## src/rtl/ccfg_pkg.sv

```systemverilog
`timescale 1ns/1ps
package ccfg_pkg;

  // Prefetch engine states: two back-to-back reads, then capture
  typedef enum logic [1:0] {
    FS_IDLE,
    FS_REQ_HI,
    FS_REQ_LO,
    FS_CAP_LO
  } fetch_st_e;

  // Integer divide ratio from system clock to serial clock
  function automatic int unsigned ser_div(input int unsigned sys_hz,
                                          input int unsigned ser_hz);
    return sys_hz / ser_hz;
  endfunction

endpackage

```

## src/rtl/ccfg_phase.sv

```systemverilog
`timescale 1ns/1ps
module ccfg_phase #(
  parameter int DIV = 25,
  parameter int LO  = 12
) (
  input  logic clk,
  input  logic rst,
  input  logic clr,
  input  logic run,
  output logic tick,
  output logic hi
);
  localparam int PH_W = (DIV > 2) ? $clog2(DIV) : 1;

  logic [PH_W-1:0] ph;

  always_ff @(posedge clk) begin
    if (rst) begin
      ph <= '0;
    end else if (clr) begin
      ph <= '0;
    end else if (run) begin
      if (ph == PH_W'(DIV - 1)) ph <= '0;
      else                      ph <= ph + 1'b1;
    end
  end

  // end of a serial period, and the high half of the period
  assign tick = run && (ph == PH_W'(DIV - 1));
  assign hi   = (ph >= PH_W'(LO));

  // phase counter never leaves its period
  p_phase_range_r7: assert property (@(posedge clk) disable iff (rst)
    ph <= PH_W'(DIV - 1));

endmodule

```

## src/rtl/ccfg_fetch.sv

```systemverilog
`timescale 1ns/1ps
module ccfg_fetch
  import ccfg_pkg::*;
#(
  parameter int          ADDR_W    = 12,
  parameter int          HALF_W    = 16,
  parameter int          IDX_W     = 4,
  parameter int unsigned BASE_ADDR = 0
) (
  input  logic                clk,
  input  logic                rst,
  input  logic                trig,
  input  logic [IDX_W-1:0]    idx,
  output logic                rd_o,
  output logic [ADDR_W-1:0]   addr_o,
  input  logic [HALF_W-1:0]   rdata_i,
  output logic [2*HALF_W-1:0] word_o,
  output logic                valid_o
);
  fetch_st_e           st;
  logic [ADDR_W-1:0]   hi_addr;
  logic [HALF_W-1:0]   hi_buf;
  logic [HALF_W-1:0]   lo_buf;

  // word k lives at BASE + 2(k-1) (upper half) and the next address (lower)
  always_comb begin
    hi_addr = ADDR_W'(BASE_ADDR) + (ADDR_W'(idx) << 1) - ADDR_W'(2);
  end

  always_ff @(posedge clk) begin
    if (rst) begin
      st      <= FS_IDLE;
      rd_o    <= 1'b0;
      addr_o  <= '0;
      hi_buf  <= '0;
      lo_buf  <= '0;
      valid_o <= 1'b0;
    end else begin
      case (st)
        FS_IDLE: begin
          if (trig) begin
            addr_o  <= hi_addr;
            rd_o    <= 1'b1;
            valid_o <= 1'b0;
            st      <= FS_REQ_HI;
          end
        end
        FS_REQ_HI: begin
          addr_o <= addr_o + 1'b1;
          st     <= FS_REQ_LO;
        end
        FS_REQ_LO: begin
          hi_buf <= rdata_i;
          rd_o   <= 1'b0;
          st     <= FS_CAP_LO;
        end
        default: begin
          lo_buf  <= rdata_i;
          valid_o <= 1'b1;
          st      <= FS_IDLE;
        end
      endcase
    end
  end

  assign word_o = {hi_buf, lo_buf};

  // a new prefetch is only requested when the previous one is complete
  p_fetch_no_overlap_r11: assert property (@(posedge clk) disable iff (rst)
    trig |-> (st == FS_IDLE));

  // reads come in pairs of two consecutive cycles
  p_rd_pair_r11: assert property (@(posedge clk) disable iff (rst)
    $rose(rd_o) |=> rd_o);

endmodule

```

## src/rtl/ccfg_shift.sv

```systemverilog
`timescale 1ns/1ps
module ccfg_shift #(
  parameter int WORD_W = 32
) (
  input  logic              clk,
  input  logic              rst,
  input  logic              run,
  input  logic              ld,
  input  logic [WORD_W-1:0] ld_word,
  input  logic              tick,
  input  logic              hi,
  output logic              in_latch,
  output logic              sclk_o,
  output logic              sdata_o,
  output logic              le_o
);
  localparam int BC_W = $clog2(WORD_W + 1);

  logic [WORD_W-1:0] sh;
  logic [BC_W-1:0]   bidx;

  // bidx counts bit slots; slot WORD_W is the latch slot
  always_ff @(posedge clk) begin
    if (rst) begin
      sh   <= '0;
      bidx <= '0;
    end else if (ld) begin
      sh   <= ld_word;
      bidx <= '0;
    end else if (tick && (bidx != BC_W'(WORD_W))) begin
      sh   <= {sh[WORD_W-2:0], 1'b0};
      bidx <= bidx + 1'b1;
    end
  end

  assign in_latch = (bidx == BC_W'(WORD_W));

  // registered pins: data and clock low both change at the period boundary
  always_ff @(posedge clk) begin
    if (rst) begin
      sclk_o  <= 1'b0;
      sdata_o <= 1'b0;
      le_o    <= 1'b0;
    end else begin
      sclk_o  <= run && !in_latch && hi;
      sdata_o <= run && !in_latch && sh[WORD_W-1];
      le_o    <= run && in_latch;
    end
  end

  // latch strobe only while the serial clock is idle low
  p_le_no_sclk_r8: assert property (@(posedge clk) disable iff (rst)
    le_o |-> !sclk_o);

  // data held steady across a serial-clock high phase
  p_data_hold_r6: assert property (@(posedge clk) disable iff (rst)
    (sclk_o && $past(sclk_o)) |-> $stable(sdata_o));

endmodule

```

## src/rtl/ccfg_loader.sv

```systemverilog
`timescale 1ns/1ps
module ccfg_loader
  import ccfg_pkg::*;
#(
  parameter int unsigned       SYS_HZ     = 50_000_000,
  parameter int unsigned       SER_HZ     = 2_000_000,
  parameter int                WORD_W     = 32,
  parameter int                N_WORDS    = 15,
  parameter int                ADDR_W     = 12,
  parameter int unsigned       BASE_ADDR  = 0,
  parameter logic [WORD_W-1:0] RESET_WORD = 32'h8000_0000
) (
  input  logic                  clk,
  input  logic                  rst,
  input  logic                  start_i,
  output logic                  busy_o,
  output logic                  done_o,
  output logic                  cfg_rd_o,
  output logic [ADDR_W-1:0]     cfg_addr_o,
  input  logic [WORD_W/2-1:0]   cfg_rdata_i,
  output logic                  mw_clk_o,
  output logic                  mw_data_o,
  output logic                  mw_le_o
);
  localparam int HALF_W = WORD_W / 2;
  localparam int DIV    = int'(ser_div(SYS_HZ, SER_HZ));
  localparam int LO     = DIV / 2;
  localparam int IDX_W  = $clog2(N_WORDS);

  logic              run;
  logic [IDX_W-1:0]  widx;
  logic              accept;
  logic              tick;
  logic              hi;
  logic              in_latch;
  logic              word_end;
  logic              last;
  logic              finish;
  logic              advance;
  logic              pf_trig;
  logic [IDX_W-1:0]  pf_idx;
  logic [WORD_W-1:0] pf_word;
  logic              pf_valid;
  logic              ld;
  logic [WORD_W-1:0] ld_word;

  // sequencing decisions
  assign accept   = start_i && !run && !busy_o;
  assign word_end = tick && in_latch;
  assign last     = (widx == IDX_W'(N_WORDS - 1));
  assign finish   = word_end && last;
  assign advance  = word_end && !last;
  assign ld       = accept || advance;
  assign ld_word  = accept ? RESET_WORD : pf_word;
  assign pf_trig  = accept || (advance && ((int'(widx) + 2) < N_WORDS));
  assign pf_idx   = accept ? IDX_W'(1) : (widx + IDX_W'(2));

  always_ff @(posedge clk) begin
    if (rst) begin
      run  <= 1'b0;
      widx <= '0;
    end else if (accept) begin
      run  <= 1'b1;
      widx <= '0;
    end else if (finish) begin
      run  <= 1'b0;
    end else if (advance) begin
      widx <= widx + 1'b1;
    end
  end

  // status aligned with the one-cycle pin register
  always_ff @(posedge clk) begin
    if (rst) begin
      busy_o <= 1'b0;
      done_o <= 1'b0;
    end else begin
      busy_o <= run;
      done_o <= busy_o && !run;
    end
  end

  ccfg_phase #(
    .DIV (DIV),
    .LO  (LO)
  ) u_phase (
    .clk  (clk),
    .rst  (rst),
    .clr  (accept),
    .run  (run),
    .tick (tick),
    .hi   (hi)
  );

  ccfg_fetch #(
    .ADDR_W    (ADDR_W),
    .HALF_W    (HALF_W),
    .IDX_W     (IDX_W),
    .BASE_ADDR (BASE_ADDR)
  ) u_fetch (
    .clk     (clk),
    .rst     (rst),
    .trig    (pf_trig),
    .idx     (pf_idx),
    .rd_o    (cfg_rd_o),
    .addr_o  (cfg_addr_o),
    .rdata_i (cfg_rdata_i),
    .word_o  (pf_word),
    .valid_o (pf_valid)
  );

  ccfg_shift #(
    .WORD_W (WORD_W)
  ) u_shift (
    .clk      (clk),
    .rst      (rst),
    .run      (run),
    .ld       (ld),
    .ld_word  (ld_word),
    .tick     (tick),
    .hi       (hi),
    .in_latch (in_latch),
    .sclk_o   (mw_clk_o),
    .sdata_o  (mw_data_o),
    .le_o     (mw_le_o)
  );

  // the next word is ready in the prefetch buffer when its slot begins
  p_word_ready_r9: assert property (@(posedge clk) disable iff (rst)
    advance |-> pf_valid);

  // done is a single-cycle pulse
  p_done_single_r10: assert property (@(posedge clk) disable iff (rst)
    done_o |=> !done_o);

  // done marks the fall of busy
  p_done_busy_r10: assert property (@(posedge clk) disable iff (rst)
    done_o |-> (!busy_o && $past(busy_o)));

  // every latch pulse lies inside the busy window
  p_le_in_busy_r10: assert property (@(posedge clk) disable iff (rst)
    mw_le_o |-> busy_o);

endmodule

```

## config.mk

```make
export PLATFORM = sky130hd
export DESIGN_NAME = ccfg_loader
export DESIGN_NICKNAME = d
export VERILOG_FILES = /design/src/rtl/ccfg_pkg.sv /design/src/rtl/ccfg_phase.sv /design/src/rtl/ccfg_fetch.sv /design/src/rtl/ccfg_shift.sv /design/src/rtl/ccfg_loader.sv
export SDC_FILE = /design/constraint.sdc
export NUM_CORES = 1
export LEC_CHECK = 0
export ABC_CLOCK_PERIOD_IN_PS = 4700
export BUFFER_PORTS_ARGS = -buffer_cell sky130_fd_sc_hd__buf_4
export CORE_MARGIN = 3
export CORE_UTILIZATION = 51
export CTS_CLUSTER_SIZE = 24
export DETAILED_ROUTE_END_ITERATION = 8
export PLACE_DENSITY = 0.8
export SLEW_MARGIN = 40
export SYNTH_ARGS = -nofsm -noshare
export SYNTH_HDL_FRONTEND = slang
export SYNTH_SLANG_ARGS = --single-unit
```

## constraint.sdc

```tcl
create_clock -name clk -period 4.7 [get_ports clk]
set_clock_uncertainty 0.05 [all_clocks]
set_input_delay 0.94 -clock clk [delete_from_list [all_inputs] [get_ports clk]]
set_output_delay 0.94 -clock clk [all_outputs]
set_load 0.01 [all_outputs]
```

* Word level (Yosys, flattened, before mapping)
Cells that the tools add are included.
Word-level totals: output and inout port bits 18, bits in registers 100, logic and storage cells 75
Operators by class: muxes and demuxes 13, $add $sub $neg 7, reduce and logical (&&, ||, !) cells 30, $lt $le $gt $ge 2, equal/unequal tests 7, bitwise gates (word level) 1
Operators by type and width (number):
- 32-bit 2-to-1 mux | 3
- 12-bit case mux with 2 select lines | 1
- 1-bit logical AND | 13
- 12-bit by 1-bit adder with 12-bit output (second input constant) | 1
- 12-bit 2-to-1 mux | 1
- 2-bit nonzero test | 4
- 6-bit by 1-bit adder with 6-bit output (second input constant) | 1
- 6-bit == test (second input constant) | 1
- 6-bit inequality test (second input constant) | 1
- 2-bit case mux with 3 select lines | 1
- 2-bit AND reduction | 3
- 5-bit by 2-bit subtractor with 6-bit output (second input constant) | 1
- 4-bit by 2-bit adder with 5-bit output (second input constant) | 1
- 5-bit by 1-bit adder with 5-bit output (second input constant) | 1
- 5-bit == test (second input constant) | 1
- 5-bit by 4-bit >= comparator with 1-bit output (second input constant) | 1
- 5-bit by 4-bit < comparator with 1-bit output (second input constant) | 1
- 5-bit 2-to-1 mux | 1
- 4-bit by 1-bit adder with 4-bit output (second input constant) | 1
- 4-bit by 2-bit adder with 4-bit output (second input constant) | 1
- 4-bit == test (second input constant) | 1
- 1-bit zero test | 4
- 4-bit 2-to-1 mux | 1
- 2-bit OR reduction | 2
- other kinds (10) | 13

* Logic depth before layout (Yosys ltp)
Gate-level depths: netlist of run 1.
depth in word-level cells 8, depth in mapped cells 9

* Modules after synthesis
Synthesis of run 1 repeated with hierarchy kept, for this count alone.
Unflattened totals: cells, all modules 607, area total of the unflattened synthesis 5123.7 um^2
By module, submodules not included:
- ccfg_shift | instances 1, cells an instance 265, seq. area each 820.8 um^2, area an instance 2137.0 um^2
- ccfg_fetch | instances 1, cells an instance 230, seq. area each 960.9 um^2, area an instance 2113.3 um^2
- ccfg_loader | instances 1, cells an instance 83, seq. area each 140.1 um^2, area an instance 623.1 um^2
- ccfg_phase | instances 1, cells an instance 29, seq. area each 100.1 um^2, area an instance 250.2 um^2

* Worst setup path after synthesis of run 1
Ideal clock, no wire load.
path type input to register, from in start_i, to reg u_fetch.addr_o[6], arrival time 2.298 ns, library setup time 0.086 ns, cell stages on the path 7, data required time 4.564 ns, path slack 2.266 ns, cell sequence or3b_4 nand2_1 ha_1 inv_1 nor3_2 o21ai_2 a221oi_2
On the way: cells in the longest elaborated chain, start to end 6, elaborated cells between the ends (all ways) 9
Ends and longest elaborated chain:
- start: declaration | RTL line ccfg_loader.sv:15 | input logic start_i,
- 1-bit logical AND (*) (2 in series) | RTL line ccfg_loader.sv:48 | assign accept = start_i && !run && !busy_o;
- 4-bit 2-to-1 mux | RTL line ccfg_loader.sv:56 | assign pf_idx = accept ? IDX_W'(1) : (widx + IDX_W'(2));
- 5-bit by 2-bit subtractor with 6-bit output | RTL line ccfg_fetch.sv:27 | hi_addr = ADDR_W'(BASE_ADDR) + (ADDR_W'(idx) << 1) - ADDR_W'(2);
- 12-bit 2-to-1 mux | RTL line ccfg_fetch.sv:41 | if (trig) begin
- 12-bit case mux with 2 select lines | RTL line ccfg_fetch.sv:39 | case (st)
- end signal: assignment | RTL line ccfg_fetch.sv:42 | addr_o <= hi_addr;
- end signal: assignment | RTL line ccfg_fetch.sv:49 | addr_o <= addr_o + 1'b1;
- end: declaration | RTL line ccfg_fetch.sv:15 | output logic [ADDR_W-1:0] addr_o,
Every way passes the cells marked *; elsewhere a longest branch is shown, timed or not. The select of a mux whose other input is x is not followed. A chain may end at the register's enable or synchronous reset.

* Worst setup path in the final report of run 1
from reg widx[0], to reg u_fetch.addr_o[1]
On the way: cells in the longest elaborated chain, start to end 7, elaborated cells between the ends (all ways) 14
Ends and longest elaborated chain:
- start: declaration | RTL line ccfg_loader.sv:31 | logic [IDX_W-1:0] widx;
- start signal: assignment | RTL line ccfg_loader.sv:68 | widx <= widx + 1'b1;
- branches (longest 7 deep; another with 5-bit by 2-bit subtractor with 6-bit output)
Parallel ways; which one is timed is not known. The select of a mux whose other input is x is not followed.

==> results of run 1 <==
synth_stat cells (all sizes together):
cell / n / area share (%)
mux2i: 66 / 15
nor3: 8 / 1.1
o21ai: 21 / 2.4
and2: 3 / 0.42
nand4: 5 / 0.70
ha: 14 / 3.9
a221oi: 1 / 0.34
and4: 2 / 0.45
a21oi: 21 / 2.4
or3b: 1 / 0.25
inv: 11 / 0.93
a31oi: 3 / 0.56
buf: 15 / 2.5
xor2: 9 / 1.8
a31o: 1 / 0.39
o2bb2ai: 30 / 5.9
xnor2: 6 / 1.2
o31ai: 1 / 0.17
and3b: 1 / 0.20
nand3: 12 / 1.3
and3: 7 / 0.98
a21o: 1 / 0.34
nand3b: 3 / 0.51
nor3b: 5 / 1.1
nand2b: 2 / 0.28
dfxtp: 100 / 45
and4b: 1 / 0.22
nand2: 18 / 1.5
o22ai: 1 / 0.14
clkbuf: 15 / 1.3
o21a: 4 / 0.67
nor2: 62 / 5.3
a211oi: 3 / 0.51
nor2b: 2 / 0.28
through the flow:
step / setup slack, ns / total power, mW / area [sq um]
floorplan: 2.27 / 1.39 / 4450
global placement: 1.93 / 1.50 / 4680
detailed placement: 2.01 / 1.52 / 4700
CTS: 2.15 / 2.05 / 4890
global route: 1.98 / 2.15 / 4890
finish: 2.16 / 2.03 / 4890
where the power goes:
group / internal [mW] / switching [mW]
Clock: 0.261 / 0.275
Combinational: 0.222 / 0.284
Sequential: 0.925 / 0.0682
flip-flops by register name, indices dropped and copies added, names as in the netlist, 2 cells and up:
register / cells
u_shift.sh: 32
u_fetch.hi_buf: 16
u_fetch.lo_buf: 16
u_fetch.addr_o: 12
u_shift.bidx: 6
u_phase.ph: 5
widx: 4
u_fetch.st: 2
critical path, cell delays in order, from the launching register on:
cell and delay, ns:
dfxtp_1 0.48, inv_1 0.08, ha_1 0.21, nand3_1 0.17, and4_4 0.69, a31oi_2 0.33
a211oi_1 0.34, nor3_2 0.06
per-layer routing:
metal	global-route usage, %	vias to the layer above	share of wire (%)
li1	-	1631	-
met1	20.7	1496	46
met2	29.9	65	49
met3	4.42	9	3.9
met4	4.41	0	1.1
met5	0	-	0
path summary, 6_finish.rpt:
| check | slack [ns] | endpoint | cells after the start |
|---|---|---|---|
| setup / recovery | 2.16 | u_fetch.addr_o[1] | 7 |
| hold / removal | 0.42 | u_shift.sh[11] | 1 |
| setup reg to reg | 2.16 | u_fetch.addr_o[1] | 7 |
| hold reg to reg | 0.42 | u_shift.sh[11] | 1 |
cells by family (layout without fill, tap and decap cells):
family          count (synthesis)  count (layout)  share of synthesized area (%)
fa+ha+maj                      14              14                           3.93
flops                         100             100                           45.0
compound gates                 87              87                           13.9
mux                            66              66                           14.8
buf+inv                        41              62                           4.72
simple gates                  132             132                           14.7
xor+xnor                       15              15                           2.95
final cells by class:
class | instances | area, sq um | share of cell area [%]
multi-input cells | 314 | 2250 | 46.1
inverters | 11 | 41.3 | 0.845
clock inverters | 3 | 46.3 | 0.947
flip-flops and latches | 100 | 2000 | 41.0
well taps | 105 | 131 | 2.69
clock buffers | 12 | 145 | 2.97
repair buffers | 36 | 270 | 5.53
==> impl_metrics.csv, run 1 <==
group,metric,value,unit
outcome,status,"finished, final reports clean",
finish,stdcell_count,581,
route,drc_errors,0,
finish,num-nets-final,505,
route,drt-initial-drc-count,110,
clock_network,clock_path_buffers,2,
clock_network,clk_root_buffer_cell,"clkbuf_8",
global_routing,grt_overflow,0,
synth,ys_ff_latch,100,
finish,n_fill_cell,717,
timing,worst_pin_slew,0.691,ns
synth,yosysWarnings,0,
route,wire_per_inst,14.4,microns
timing,holdWs,0.421,ns
clock_network,clkTransAtPathRegs,0.09,ns
critical_path,endpoint_kind,"flip-flop",
timing,setup_viol,0,
job,maxCapViolCount,0,
finish,area.growth.synth_to_final,9.81,%
die,die_y,99.4,microns
clock_network,clk_latency,0.35,ns
timing,fin_crit,2.54,ns
placement,gp_congestion,0.782,
critical_path,worstPathArrival,2.72,ns
synth,syn_avg_cell_area,9.78,sq um
timing,relSlewSlack,53.8,%
route,viasPerCell,5.51,
min_path,hold_start,"u_shift.sh[11]",
critical_path,crit_fanout,39,
finish,final_common_cell,"dfxtp_1",
die,initial_core_util,53.4,%
die,dieArea,9890,sq um
route,vias,3201,
min_path,hold_class,"flip-flop to flip-flop",
die,row_count,33,
timing,min_period_over_period,54.1,%
synth,syn_nets,488,
clock_network,cts_buffers,9,
route,ant_nets,0,
synth,postSynthCellCount,455,
die,pin_count,37,
global_routing,grt_use_total,17.0,%
critical_path,startpoint,"widx[0]",
timing,setup_tns,0,ns
critical_path,r2r-start,"widx[0]",
route,wl,8340,microns
timing,grt_setup_unrepaired,"no",
power,power-per-cell-area,416,nW/um^2
finish,final_util,58.6,%
timing,max_freq,0.393,GHz
clock_network,clock_sinks,100,
critical_path,worst-setup-path-type,"flip-flop to flip-flop",
finish,diodes,0,
die,dieWidth,99.4,microns
global_routing,grt_start_max_net_pins,54,
clock_network,ctsHoldBuffers,0,
placement,io_buffers,36,
finish,mostFrequentLayoutCells,"100 x dfxtp_1, 66 x mux2i_1, 61 x nor2_1, 36 x buf_4, 30 x o2bb2ai_1",
power,leakagePower,1.69,nW
die,coreArea,8340,sq um
synth,synth-seq-area-share,45.0,%
route,dr.pass1.iters,4,
synth,synthesis.area,4450,sq um
global_routing,grt_pass1_vias,3096,
placement,dp_cells,566,
clock_network,postCtsSetupBuffers,0,
timing,hold_viol_final,0,
timing,drv_slew,0,
power,peakVddDrop,0.237,mV
critical_path,worstSetupStartpointType,"flip-flop",
finish,drive_above_1_share,13.4,%
clock_network,h-tree-depth,3,
synth,synth.distinct_cells,44,
global_routing,grt_pass1_wl,14100,microns
placement,hpwlAfterDp,5590,microns
clock_network,cts_tree,"built",
critical_path,crit_required,4.87,ns
global_routing,antenna_found_initial,0,
clock_network,cts_resized,0,
Power figures use the tool's default switching activity.
==> inputs of run 2 (changes only) <==
ABC_CLOCK_PERIOD_IN_PS = 2500   (was 4700)
clock period = 2.5 ns   (was 4.7 ns; I/O delays follow)
==> run 2 against run 1 <==
Net effect:
- critical path depth is the same
- wire length shrank 0.54%
- non-clock buffer count grew 12
- cell area grew 2.1%
- combinational power grew 95%
- die area is the same
- total power grew 93%
- clock-buffer cell count shrank 3
- setup slack lost 1.7 ns
- register-to-register slack lost 1.7 ns
- core utilization grew 1.3 points
- maximum frequency grew 24%
- critical path type unchanged
- largest cell class unchanged
- largest power group unchanged
==> impl_metrics.csv, run 2 (synthesis gave the netlist of run 1 again) <==
group,metric,value,unit
global_routing,grt_use_total,17.3,%
timing,relSlewSlack,64.9,%
clock_network,h-tree-depth,3,
power,p_sw_share,32.3,%
die,dieArea,9890,sq um
die,die_y,99.4,microns
die,initial_core_util,53.4,%
placement,io_buffers,36,
clock_network,cts_tree,"built",
critical_path,crit_fanout,10,
critical_path,worstPathArrival,2.31,ns
clock_network,clock_sinks,100,
clock_network,clk_root_buffer_cell,"clkbuf_8",
finish,regMostFlops,"u_shift.sh",
clock_network,clock_path_buffers,2,
route,ant_nets,0,
critical_path,worst-setup-path-type,"flip-flop to flip-flop",
power,internal-power,2.67,mW
timing,fin_crit,2.05,ns
global_routing,grt_start_max_net_pins,39,
power,power,3.93,mW
die,pin_count,37,
finish,diodes,0,
clock_network,cts_resized,0,
die,dieWidth,99.4,microns
timing,setup_tns,0,ns
placement,dp_cells,578,
global_routing,grt_overflow,0,
route,wl,8300,microns
min_path,hold_class,"input port to flip-flop",
power,p_seq_share,47.2,%
power,leakagePower,1.77,nW
die,coreArea,8340,sq um
timing,max_freq,0.488,GHz
finish,mostFrequentLayoutCells,"100 x dfxtp_1, 66 x mux2i_1, 61 x nor2_1, 48 x buf_4, 30 x o2bb2ai_1",
timing,hold_viol_final,0,
finish,num-nets-final,517,
power,peakVddDrop,0.427,mV
critical_path,crit_required,2.76,ns
route,vias,3244,
finish,largest_reg_flops,32,
placement,gp_congestion,0.797,
outcome,status,"finished, final reports clean",
clock_network,postCtsSetupBuffers,0,
finish,ff_latch_area,2000,sq um
clock_network,cts_buffers,9,
placement,dp_slack,0.470,ns
timing,min_period_over_period,82.0,%
route,drc_errors,0,
job,maxCapViolCount,0,
global_routing,grt_pass1_wl,14100,microns
route,drt-initial-drc-count,113,
critical_path,endpoint_kind,"flip-flop",
power,p_clk_share,27.7,%
global_routing,antenna_found_initial,0,
finish,multi_input_area,2240,sq um
finish,n_fill_cell,716,
power,pwr-share-comb,25.1,%
finish,stdcell_count,594,
clock_network,ctsHoldBuffers,0,
die,row_count,33,
timing,setup_viol,0,
clock_network,clkTransAtPathRegs,0.11,ns
placement,hpwlAfterDp,5580,microns
route,wire_per_inst,14.0,microns
route,dr.pass1.iters,4,
global_routing,grt_pass1_vias,3044,
timing,worst_pin_slew,0.524,ns
finish,area.growth.synth_to_final,12.2,%
timing,grt_setup_unrepaired,"no",
finish,drive_above_1_share,15.5,%
critical_path,worstSetupStartpointType,"flip-flop",
timing,setup_ws,0.451,ns
finish,final_common_cell,"dfxtp_1",
clock_network,clk_latency,0.37,ns
power,power-per-cell-area,788,nW/um^2
finish,largestRegisters,"u_shift.sh: 32 flops, u_fetch.hi_buf: 16 flops, u_fetch.lo_buf: 16 flops",
timing,drv_slew,0,
route,viasPerCell,5.46,
power,p_sw,1.27,mW
==> run 2: stage by stage <==
| step | util [%] | hold slack (ns) | cell area, sq um |
|---|---|---|---|
| after floorplan | - | 0.376 | 4450 |
| after global placement | 57.2 | 0.392 | 4770 |
| after detailed placement | 57.2 | 0.392 | 4770 |
| after CTS | 59.9 | 0.303 | 4990 |
| after global routing | 59.9 | 0.303 | 4990 |
| final | 59.9 | 0.325 | 4990 |
==> run 2: power groups by stage <==
stage,registers (mW),logic [mW],clock network (mW)
global placement,1.89,0.959,0
global route,1.89,1.08,1.18
CTS,1.86,0.995,1.12
floorplan,1.89,0.721,0
finish,1.86,0.987,1.09
detailed placement,1.90,0.993,0
==> run 2: metal layers <==
layer  vias up  part of all wire, %  GRT usage [%]
li1       1654                    -              -
met4         0                 0.31           4.73
met1      1532                   47           22.0
met3         2                  4.2           4.91
met5         -                    0              0
met2        56                   48           28.7
==> run 2: critical path, cell delays in order (launching register included) <==
cell     delay [ns]
dfxtp_1        0.41
inv_1          0.06
ha_1           0.22
and4b_1        0.19
and4_4         0.22
a31oi_2        0.48
o21ai_0        0.20
a21oi_1        0.16
==> run 2: path summary, 6_finish.rpt <==
kind	slack, ns	startpoint	end	cells past startpoint
worst max-delay path	0.45	u_phase.ph[0]	u_fetch.addr_o[9]	7
worst max register to register	0.45	u_phase.ph[0]	u_fetch.addr_o[9]	7
worst min-delay path	0.33	cfg_rdata_i[9]	u_fetch.hi_buf[9]	3
worst min register to register	0.42	u_shift.sh[30]	u_shift.sh[30]	1
==> run 2: final cells by class <==
type / count / share of cell area (%)
multi-input combinational: 314 / 44.9
sequential: 100 / 40.1
timing repair buffer: 48 / 7.22
tap: 105 / 2.63
clock buffer: 9 / 2.48
clock inverter: 7 / 1.90
inverter: 11 / 0.827
